**src/rtl/ctr_chain_pkg.sv**
```systemverilog
package ctr_chain_pkg;

  // Strobes passed from the control to the datapath each cycle
  typedef struct packed {
    logic doLoad;
    logic doMix;
    logic doStep;
    logic lowBank;    // stream whose lower half advances
    logic highBank;   // stream whose upper half advances
    logic highValid;  // upper half carries a valid registered carry
  } ctrlStrobes_t;

  // Per-position additive constant; the pattern repeats every three words
  function automatic logic [31:0] wordConst(input int j);
    case (j % 3)
      0:       return 32'h4D34D34D;
      1:       return 32'hD34D34D3;
      default: return 32'h34D34D34;
    endcase
  endfunction

endpackage

```
**src/rtl/ctr_chain_ctrl.sv**
```systemverilog
module ctr_chain_ctrl
  import ctr_chain_pkg::*;
#(
  parameter bit SPLIT = 1'b0
) (
  input  logic         clk,
  input  logic         rstN,
  input  logic         loadEn,
  input  logic         mixEn,
  input  logic         stepEn,
  output ctrlStrobes_t strobes
);

  logic doLoad, doMix, doStep;

  assign doLoad = loadEn;
  assign doMix  = mixEn & ~loadEn;
  assign doStep = stepEn & ~loadEn & ~mixEn;

  generate
    if (SPLIT) begin : gSched
      logic phaseQ;
      logic midValidQ;

      always_ff @(posedge clk) begin
        if (!rstN) begin
          phaseQ    <= 1'b0;
          midValidQ <= 1'b0;
        end else if (doLoad) begin
          phaseQ    <= 1'b0;
          midValidQ <= 1'b0;
        end else if (doStep) begin
          phaseQ    <= ~phaseQ;
          midValidQ <= 1'b1;
        end
      end

      always_comb begin
        strobes.doLoad    = doLoad;
        strobes.doMix     = doMix;
        strobes.doStep    = doStep;
        strobes.lowBank   = phaseQ;
        strobes.highBank  = ~phaseQ;
        strobes.highValid = midValidQ;
      end


      phase_toggle_chk: assert property (@(posedge clk) disable iff (!rstN)
        strobes.doStep |=> (phaseQ != $past(phaseQ)) && midValidQ);


      load_sched_reset_chk: assert property (@(posedge clk) disable iff (!rstN)
        strobes.doLoad |=> (!phaseQ && !midValidQ));
    end else begin : gFlat
      always_comb begin
        strobes.doLoad    = doLoad;
        strobes.doMix     = doMix;
        strobes.doStep    = doStep;
        strobes.lowBank   = 1'b0;
        strobes.highBank  = 1'b0;
        strobes.highValid = 1'b1;
      end
    end
  endgenerate


  strobe_priority_chk: assert property (@(posedge clk) disable iff (!rstN)
    $onehot0({strobes.doLoad, strobes.doMix, strobes.doStep}));


  load_wins_chk: assert property (@(posedge clk) disable iff (!rstN)
    loadEn |-> (strobes.doLoad && !strobes.doMix && !strobes.doStep));

endmodule

```
**src/rtl/ctr_chain_dp.sv**
```systemverilog
module ctr_chain_dp
  import ctr_chain_pkg::*;
#(
  parameter int WORDS  = 8,
  parameter int WORD_W = 32,
  parameter bit SPLIT  = 1'b0,
  localparam int CNT_W   = WORDS * WORD_W,
  localparam int STREAMS = SPLIT ? 2 : 1
) (
  input  logic                     clk,
  input  logic                     rstN,
  input  ctrlStrobes_t             strobes,
  input  logic                     streamSel,
  input  logic [CNT_W-1:0]         loadCnt,
  input  logic                     loadCarry,
  input  logic [CNT_W-1:0]         mixMask,
  output logic [STREAMS*CNT_W-1:0] cntOut,
  output logic [STREAMS-1:0]       carryOut
);

  localparam int HALF = WORDS / 2;

  logic [STREAMS*CNT_W-1:0] cntQ, cntD;
  logic [STREAMS-1:0]       carryQ, carryD;
  logic [2*CNT_W-1:0]       cntPad;
  logic [1:0]               carryPad;
  logic [WORDS:0]           chainC;
  logic [WORD_W-1:0]        srcW [WORDS];
  logic [WORD_W-1:0]        sumW [WORDS];
  logic                     hiCarryIn;

  assign cntPad   = (2*CNT_W)'(cntQ);
  assign carryPad = 2'(carryQ);
  assign chainC[0] = carryPad[strobes.lowBank];

  // Carry chain: one adder per word, cut at HALF in the split build
  generate
    for (genvar j = 0; j < WORDS; j++) begin : gWord
      localparam logic [WORD_W-1:0] KW = WORD_W'(wordConst(j));
      logic             cin;
      logic [WORD_W:0]  wide;

      if (SPLIT && j == HALF) begin : gCut
        assign cin = hiCarryIn;
      end else begin : gRipple
        assign cin = chainC[j];
      end

      assign srcW[j] = cntPad[((j < HALF) ? strobes.lowBank : strobes.highBank) * CNT_W
                              + j * WORD_W +: WORD_W];
      assign wide    = {1'b0, srcW[j]} + {1'b0, KW} + {{WORD_W{1'b0}}, cin};
      assign sumW[j]   = wide[WORD_W-1:0];
      assign chainC[j+1] = wide[WORD_W];
    end

    if (SPLIT) begin : gMid
      logic midQ;
      always_ff @(posedge clk) begin
        if (!rstN)                midQ <= 1'b0;
        else if (strobes.doLoad)  midQ <= 1'b0;
        else if (strobes.doStep)  midQ <= chainC[HALF];
      end
      assign hiCarryIn = midQ;
    end else begin : gNoMid
      assign hiCarryIn = chainC[HALF];
    end
  endgenerate

  always_comb begin
    cntD   = cntQ;
    carryD = carryQ;
    for (int b = 0; b < STREAMS; b++) begin
      logic selHit;
      selHit = (STREAMS == 1) || (streamSel == 1'(b));
      for (int j = 0; j < WORDS; j++) begin
        logic stepHit;
        if (j < HALF) stepHit = (strobes.lowBank == 1'(b));
        else          stepHit = (strobes.highBank == 1'(b)) && strobes.highValid;
        if (strobes.doLoad && selHit)
          cntD[b*CNT_W + j*WORD_W +: WORD_W] = loadCnt[j*WORD_W +: WORD_W];
        else if (strobes.doMix && selHit)
          cntD[b*CNT_W + j*WORD_W +: WORD_W] =
            cntQ[b*CNT_W + j*WORD_W +: WORD_W] ^ mixMask[j*WORD_W +: WORD_W];
        else if (strobes.doStep && stepHit)
          cntD[b*CNT_W + j*WORD_W +: WORD_W] = sumW[j];
      end
      if (strobes.doLoad && selHit)
        carryD[b] = loadCarry;
      else if (strobes.doStep && strobes.highValid && (strobes.highBank == 1'(b)))
        carryD[b] = chainC[WORDS];
    end
  end

  always_ff @(posedge clk) begin
    if (!rstN) begin
      cntQ   <= '0;
      carryQ <= '0;
    end else begin
      cntQ   <= cntD;
      carryQ <= carryD;
    end
  end

  assign cntOut   = cntQ;
  assign carryOut = carryQ;


  idle_hold_chk: assert property (@(posedge clk) disable iff (!rstN)
    (!strobes.doLoad && !strobes.doMix && !strobes.doStep)
      |=> ($stable(cntQ) && $stable(carryQ)));


  mix_keeps_carry_chk: assert property (@(posedge clk) disable iff (!rstN)
    strobes.doMix |=> $stable(carryQ));


  step_moves_chk: assert property (@(posedge clk) disable iff (!rstN)
    strobes.doStep |=> (cntQ != $past(cntQ)));

endmodule

```
**src/rtl/ctr_chain.sv**
```systemverilog
module ctr_chain
  import ctr_chain_pkg::*;
#(
  parameter int WORDS  = 8,
  parameter int WORD_W = 32,
  parameter bit SPLIT  = 1'b0,
  localparam int CNT_W   = WORDS * WORD_W,
  localparam int STREAMS = SPLIT ? 2 : 1
) (
  input  logic                     clk,
  input  logic                     rstN,
  input  logic                     loadEn,
  input  logic                     stepEn,
  input  logic                     mixEn,
  input  logic                     streamSel,
  input  logic [CNT_W-1:0]         loadCnt,
  input  logic                     loadCarry,
  input  logic [CNT_W-1:0]         mixMask,
  output logic [STREAMS*CNT_W-1:0] cntOut,
  output logic [STREAMS-1:0]       carryOut
);

  ctrlStrobes_t strobes;

  ctr_chain_ctrl #(.SPLIT(SPLIT)) uCtrl (
    .clk     (clk),
    .rstN    (rstN),
    .loadEn  (loadEn),
    .mixEn   (mixEn),
    .stepEn  (stepEn),
    .strobes (strobes)
  );

  ctr_chain_dp #(.WORDS(WORDS), .WORD_W(WORD_W), .SPLIT(SPLIT)) uDp (
    .clk       (clk),
    .rstN      (rstN),
    .strobes   (strobes),
    .streamSel (streamSel),
    .loadCnt   (loadCnt),
    .loadCarry (loadCarry),
    .mixMask   (mixMask),
    .cntOut    (cntOut),
    .carryOut  (carryOut)
  );

endmodule

```
**config.mk**
```make
export PLATFORM = sky130hd
export DESIGN_NAME = ctr_chain
export DESIGN_NICKNAME = d
export VERILOG_FILES = /design/src/rtl/ctr_chain_pkg.sv /design/src/rtl/ctr_chain_ctrl.sv /design/src/rtl/ctr_chain_dp.sv /design/src/rtl/ctr_chain.sv
export SDC_FILE = /design/constraint.sdc
export NUM_CORES = 1
export LEC_CHECK = 0
export BUFFER_PORTS_ARGS = -buffer_cell sky130_fd_sc_hd__buf_2
export CAP_MARGIN = 20
export CORE_AREA = 8 8 294 296
export CTS_CLUSTER_SIZE = 20
export DETAILED_ROUTE_END_ITERATION = 6
export DIE_AREA = 0 0 302 304
export PLACE_DENSITY = 0.41
export RECOVER_POWER = 25
export SYNTH_ARGS = -nofsm -noshare
export SYNTH_HDL_FRONTEND = slang
export SYNTH_SLANG_ARGS = --single-unit
```
**constraint.sdc**
```tcl
create_clock -name clk -period 17.8 [get_ports clk]
set_clock_uncertainty 0.15 [all_clocks]
set_input_delay 4.45 -clock clk [delete_from_list [all_inputs] [get_ports clk]]
set_output_delay 4.45 -clock clk [all_outputs]
set_load 0.02 [all_outputs]
```
== Yosys cells after proc, flatten, opt, wreduce, memory -nomap -nowiden ==
Index checks and enable logic that the tools add are counted.

* Flip-flop bits (word level): 257
* Input bits: 519
* Output and inout port bits: 257
* Logic and storage cells: 59

* Add/sub/neg operators: 16
* Muxes and demuxes: 26
* Bitwise logic cells: 13
* Reduce and logical (&&, ||, !) cells: 2

{| class="wikitable"
|+ Operators with widths
! cell !! count
|-
| two-way mux 32 bit || 24
|-
| adder 33 x 1 -> 33 bit || 8
|-
| bitwise XOR 32 bit || 8
|-
| adder 32 x 31 -> 33 bit, second input constant || 3
|-
| adder 32 x 32 -> 33 bit, second input constant || 3
|-
| adder 32 x 30 -> 33 bit, second input constant || 2
|-
| bitwise AND 1 bit || 3
|-
| nonzero test 3 bit || 1
|-
| two-way mux 1 bit || 2
|-
| NOT 1 bit || 2
|-
| nonzero test 2 bit || 1
|}

== Longest topological paths before layout ==
* Depth after elaboration: 12
* Depth in mapped cells: 68
* Depth with buffers taken out: 68

== By module ==
Synthesis repeated with hierarchy kept, for this count alone.

* Cells, all modules: 3272
* Area total of the unflattened synthesis: 22505.3 sq um

{| class="wikitable"
|+ Modules (own cells, without submodules)
! module !! instances !! cells each !! area each (sq um) !! sequential area each (sq um)
|-
| ctr_chain_dp || 1 || 3262 || 22434.0 || 5144.9
|-
| ctr_chain_ctrl || 1 || 10 || 71.3 || 0.0
|}

== Worst setup path after synthesis ==
Ideal clock, no wire load.

* Path type: register to register
* Start point: register uDp.cntQ[0], in the netlist uDp.cntOut[0]
* End point: register uDp.cntQ[250], in the netlist uDp.cntOut[250]
* Setup time: 0.074 ns
* Arrival time: 12.517 ns
* Required time: 17.576 ns
* Path slack: 5.058 ns
* Cell stages (with the launch flop): 69
* Path buffers: 0
* Clock period less this slack: 12.742 ns
* Cells stage by stage: dfxtp_1 > inv_1 > ha_1 > inv_1 > ha_1 > nor3_1 > o211a_1 > o21ai_0 > a31oi_1 > nor2_1 > o21ai_0 > ha_1 > ha_1 > and3b_1 > or2_4 > a311o_1 > a211oi_2 > o21a_1 > [33 not listed] > ha_1 > inv_1 > ha_1 > nor3_1 > o211ai_1 > a21oi_1 > a21o_1 > o21ai_0 > nand2_1 > ha_1 > ha_1 > nand4b_1 > a31oi_1 > a211oi_1 > o31ai_1 > a32oi_1 > xor2_1 > o21ai_0

* Cells in the longest elaborated chain, start to end: 12

{| class="wikitable"
|+ Ends and longest elaborated chain
! what !! line !! source
|-
| start: declaration || ctr_chain_dp.sv:23 || <nowiki>logic [STREAMS*CNT_W-1:0] cntQ, cntD;</nowiki>
|-
| start signal: assignment || ctr_chain_dp.sv:99 || <nowiki>cntQ <= cntD;</nowiki>
|-
| adder 32 x 31 -> 33 bit || ctr_chain_dp.sv:51 || <nowiki>assign wide = {1'b0, srcW[j]} + {1'b0, KW} + {{WORD_W{1'b0}}, cin};</nowiki>
|-
| adder 33 x 1 -> 33 bit (8 in series) || ctr_chain_dp.sv:51 ||
|-
| two-way mux 32 bit || ctr_chain_dp.sv:84 || <nowiki>else if (strobes.doStep && stepHit)</nowiki>
|-
| two-way mux 32 bit || ctr_chain_dp.sv:81 || <nowiki>else if (strobes.doMix && selHit)</nowiki>
|-
| two-way mux 32 bit || ctr_chain_dp.sv:79 || <nowiki>if (strobes.doLoad && selHit)</nowiki>
|}

Every way passes these cells. The select of a mux whose other input is x is not followed.
A chain may end at the register's enable or synchronous reset.

== Final worst setup path ==
* Start point: register uDp.carryQ, in the netlist uDp.carryOut
* End point: register uDp.cntQ[246], in the netlist uDp.cntOut[246]

* Cells in the longest elaborated chain, start to end: 11

{| class="wikitable"
|+ Ends and longest elaborated chain
! what !! line !! source
|-
| start: declaration || ctr_chain_dp.sv:24 || <nowiki>logic [STREAMS-1:0] carryQ, carryD;</nowiki>
|-
| start signal: assignment || ctr_chain_dp.sv:100 || <nowiki>carryQ <= carryD;</nowiki>
|-
| adder 33 x 1 -> 33 bit (8 in series) || ctr_chain_dp.sv:51 ||
|-
| two-way mux 32 bit || ctr_chain_dp.sv:84 ||
|-
| two-way mux 32 bit || ctr_chain_dp.sv:81 ||
|-
| two-way mux 32 bit || ctr_chain_dp.sv:79 ||
|}

Every way passes these cells. The select of a mux whose other input is x is not followed.

==> impl_results.md <==
* Clock root buffer master: clkbuf_16
* CTS Buffer Depth at 3
* DRC at 0
* Fin area at 0.0245 mm^2
* Sequential area share after synthesis at 28.0%
* Most common cell after layout, fill and taps aside: buf_2
* Worst Path Max Fanout at 6
* Drt first-iter violations at 1656
* Yosys Warn Count at 0
* Rows at 105
* Die width at 302 um
* CTS Hold Bufs at 0
* # setup viols final at 0
* Core area at 0.0816 mm^2
* Final min period at 16.64 ns
* Type of the worst min-delay path: reg -> reg
* Starting density of the core at 22.6%
* Clk Latency, worst-skew pair at 0.56 ns
* Crit path max-delay family: compound AO/OA/AOI/OAI gates
* Number of synthesized register bits at 257
* Async S/R FF share, synth at 0%
* Ports at 776
* Number of H-tree levels at 2
* CTS Sinks at 257
* CP max stage delay at 0.51 ns
* Die Footprint at 0.0918 mm^2
* Final Hold Fails at 0
* Clk pin slew, worst setup/hold paths at 0.06 ns
* Area delta synth->final at 33.3%
* Post-Syn Nets at 3121
* Layout cell share with drive strength beyond 1 at 24.4%
* Final Max Slew Viols at 0
* Synth unique cells at 77
* Port Buffers at 774
* Worst path slowest cell: o311a_2
* Largest net degree at the start of global routing at 105
* Setup repair bufs after CTS at 0
* Via/cell ratio at 5.31
* Tightest Pin Transition at 1.07 ns
* CTS tree: built
* Antenna Nets Post-Route at 0
* Avg WL per Cell at 27.1 um
* Crit end category: flip-flop
* Top cell type's share of synthesized area at 28.0%
* Vias in the first global route at 22800
* Cts bufs inserted at 39
* Syn avg cell area at 7.12 um^2
* Crit path kind: reg -> reg
* WP data arrival at 16.90 ns
* Final Non-Filler Cells at 4387
* Peak VDD IR at 0.0380 mV
* P_leak at 10.1 nW
* Die Ht at 304 um
* Cell mode on critical path: ha_1
* Period utilization at 93.5%
* Post-Syn Area at 0.0184 mm^2
* Final nets at 3782
* Global-route wire length before repair at 167 mm
* Final wirelength at 119 mm
* Via count at 23300
* Post-DP HPWL at 89.0 mm
* Top_reg_cell synth: dfxtp_1
* Worst EP required at 18.06 ns
* Top cells by area, synth: dfxtp_1 (28%), xnor2_1 (6.9%), nor2_1 (6.6%), a21oi_1 (6.2%), nand2_1 (6.2%)
* Run status: finished, final reports clean
* Pwr/cell area at 90.2 mW/mm^2
* Final RePlAce weighted congestion at 0.895
* Fmax at 0.0601 GHz
* Tot GR Track Use at 24.4%
* Post-DP Area at 0.0233 mm^2
* Slew Limit Headroom at 28.7%
* Initial antenna violation count at 61
* Gr ovfl total at 0
* Gate Count Post-Synth at 2586
* Max cap viols at 0
* Most frequent cells in the layout: buf_2 (643), nor2_1 (317), nand2_1 (298)
* CP startpoint kind: flip-flop
* RSZ-0062 raised after global routing: false
* DR pass1 iterations at 6
* Placed Cells at 4276
* Worst Path Buf+Inv at 12
* Top cell type by total area after synthesis: dfxtp_1
* Post-synth EDFFs at 0
[kinds of logic (layout without fill, tap and decap cells)]
| logic type | after synthesis | in the layout | share of synthesized area (%) |
|---|---|---|---|
| compound gates | 939 | 939 | 33.2 |
| xor+xnor | 205 | 205 | 9.76 |
| fa+ha+maj | 16 | 16 | 1.09 |
| buf+inv | 239 | 927 | 4.90 |
| flops | 257 | 257 | 28.0 |
| mux | 19 | 19 | 1.03 |
| other cells | 0 | 43 | 0 |
| simple gates | 911 | 911 | 22.0 |
[metrics by stage]
step | utilization, % | power, mW | hold slack [ns] | setup slack [ns] | TNS, ns
2_1_floorplan | - | 1.13 | 0.422 | 5.06 | 0
3_3_place_gp | 28.5 | 1.43 | 0.357 | 0.246 | 0
3_5_place_dp | 28.5 | 1.43 | 0.350 | -0.0626 | -0.0626
4_1_cts | 30.1 | 2.24 | 0.363 | 0.0478 | 0
5_1_grt | 30.0 | 2.32 | 0.432 | 0.0494 | 0
6_report | 30.1 | 2.21 | 0.365 | 1.16 | 0
[sequential cells by signal (all words and copies together) (netlist names)]
name / count
uDp.cntOut: 256
uDp.carryOut: 1
[worst reg2reg max path: cells and delay by family (launching register included)]
kind	cells	cell delay (ns)
buf+inv	12	1.83
flops	1	0.31
compound gates	35	8.30
xor+xnor	1	0.14
fa+ha+maj	16	3.56
simple gates	12	2.19
[final cells by class]
| cell class | instances | area [um^2] |
|---|---|---|
| Antenna cell | 43 | 108 |
| Clock buffer | 59 | 1150 |
| Clock inverter | 9 | 100 |
| Fill cell | 9359 | 57100 |
| Inverter | 41 | 166 |
| Multi-Input combinational cell | 2090 | 12500 |
| Sequential cell | 257 | 5140 |
| Tap cell | 1070 | 1340 |
| Timing Repair Buffer | 818 | 4060 |
[cell usage after synthesis, drive strengths merged (13+ instances only)]
cell type,n
ha,16
clkbuf,167
o21bai,15
o211ai,40
nand3,67
and3,14
xor2,60
a211oi,126
dfxtp,257
a311oi,33
xnor2,145
nor3,69
a31oi,49
mux2i,19
a211o,22
o31ai,21
a32oi,16
inv,41
o21ai,233
nor2,322
or3,19
o21a,17
a21oi,227
nand2b,17
nand2,302
buf,31
or2,15
nor4,13
a22oi,14
[power breakdown]
part | total, mW | internal, mW | switching [mW]
Clock | 0.801 | 0.474 | 0.326
Combinational | 0.662 | 0.250 | 0.412
Sequential | 0.749 | 0.634 | 0.116
Total | 2.21 | 1.36 | 0.854
[timing repair]
action / in CTS / in global routing
cloned: 0 / 0
hold endpoints to repair: 0 / 0
setup endpoints to repair: 3 / 22
resized for setup: 2 / 10
[worst paths after layout]
path / startpoint / to / slack [ns] / depth (start not counted)
max: uDp.carryOut / uDp.cntOut[246] / 1.16 / 76
min: uDp.cntOut[221] / uDp.cntOut[221] / 0.36 / 2
min reg2reg: uDp.cntOut[221] / uDp.cntOut[221] / 0.36 / 2
max reg2reg: uDp.carryOut / uDp.cntOut[246] / 1.16 / 76
[routing by layer]
metal  vias up  GRT usage [%]  part of all wire, %
li1      10800              -                    -
met1     11300           31.4                   43
met2       950           39.7                   47
met3       191           5.99                  7.8
met4        30           7.47                  2.7
met5         -              0                 0.15
Power figures use the tool's default switching activity.
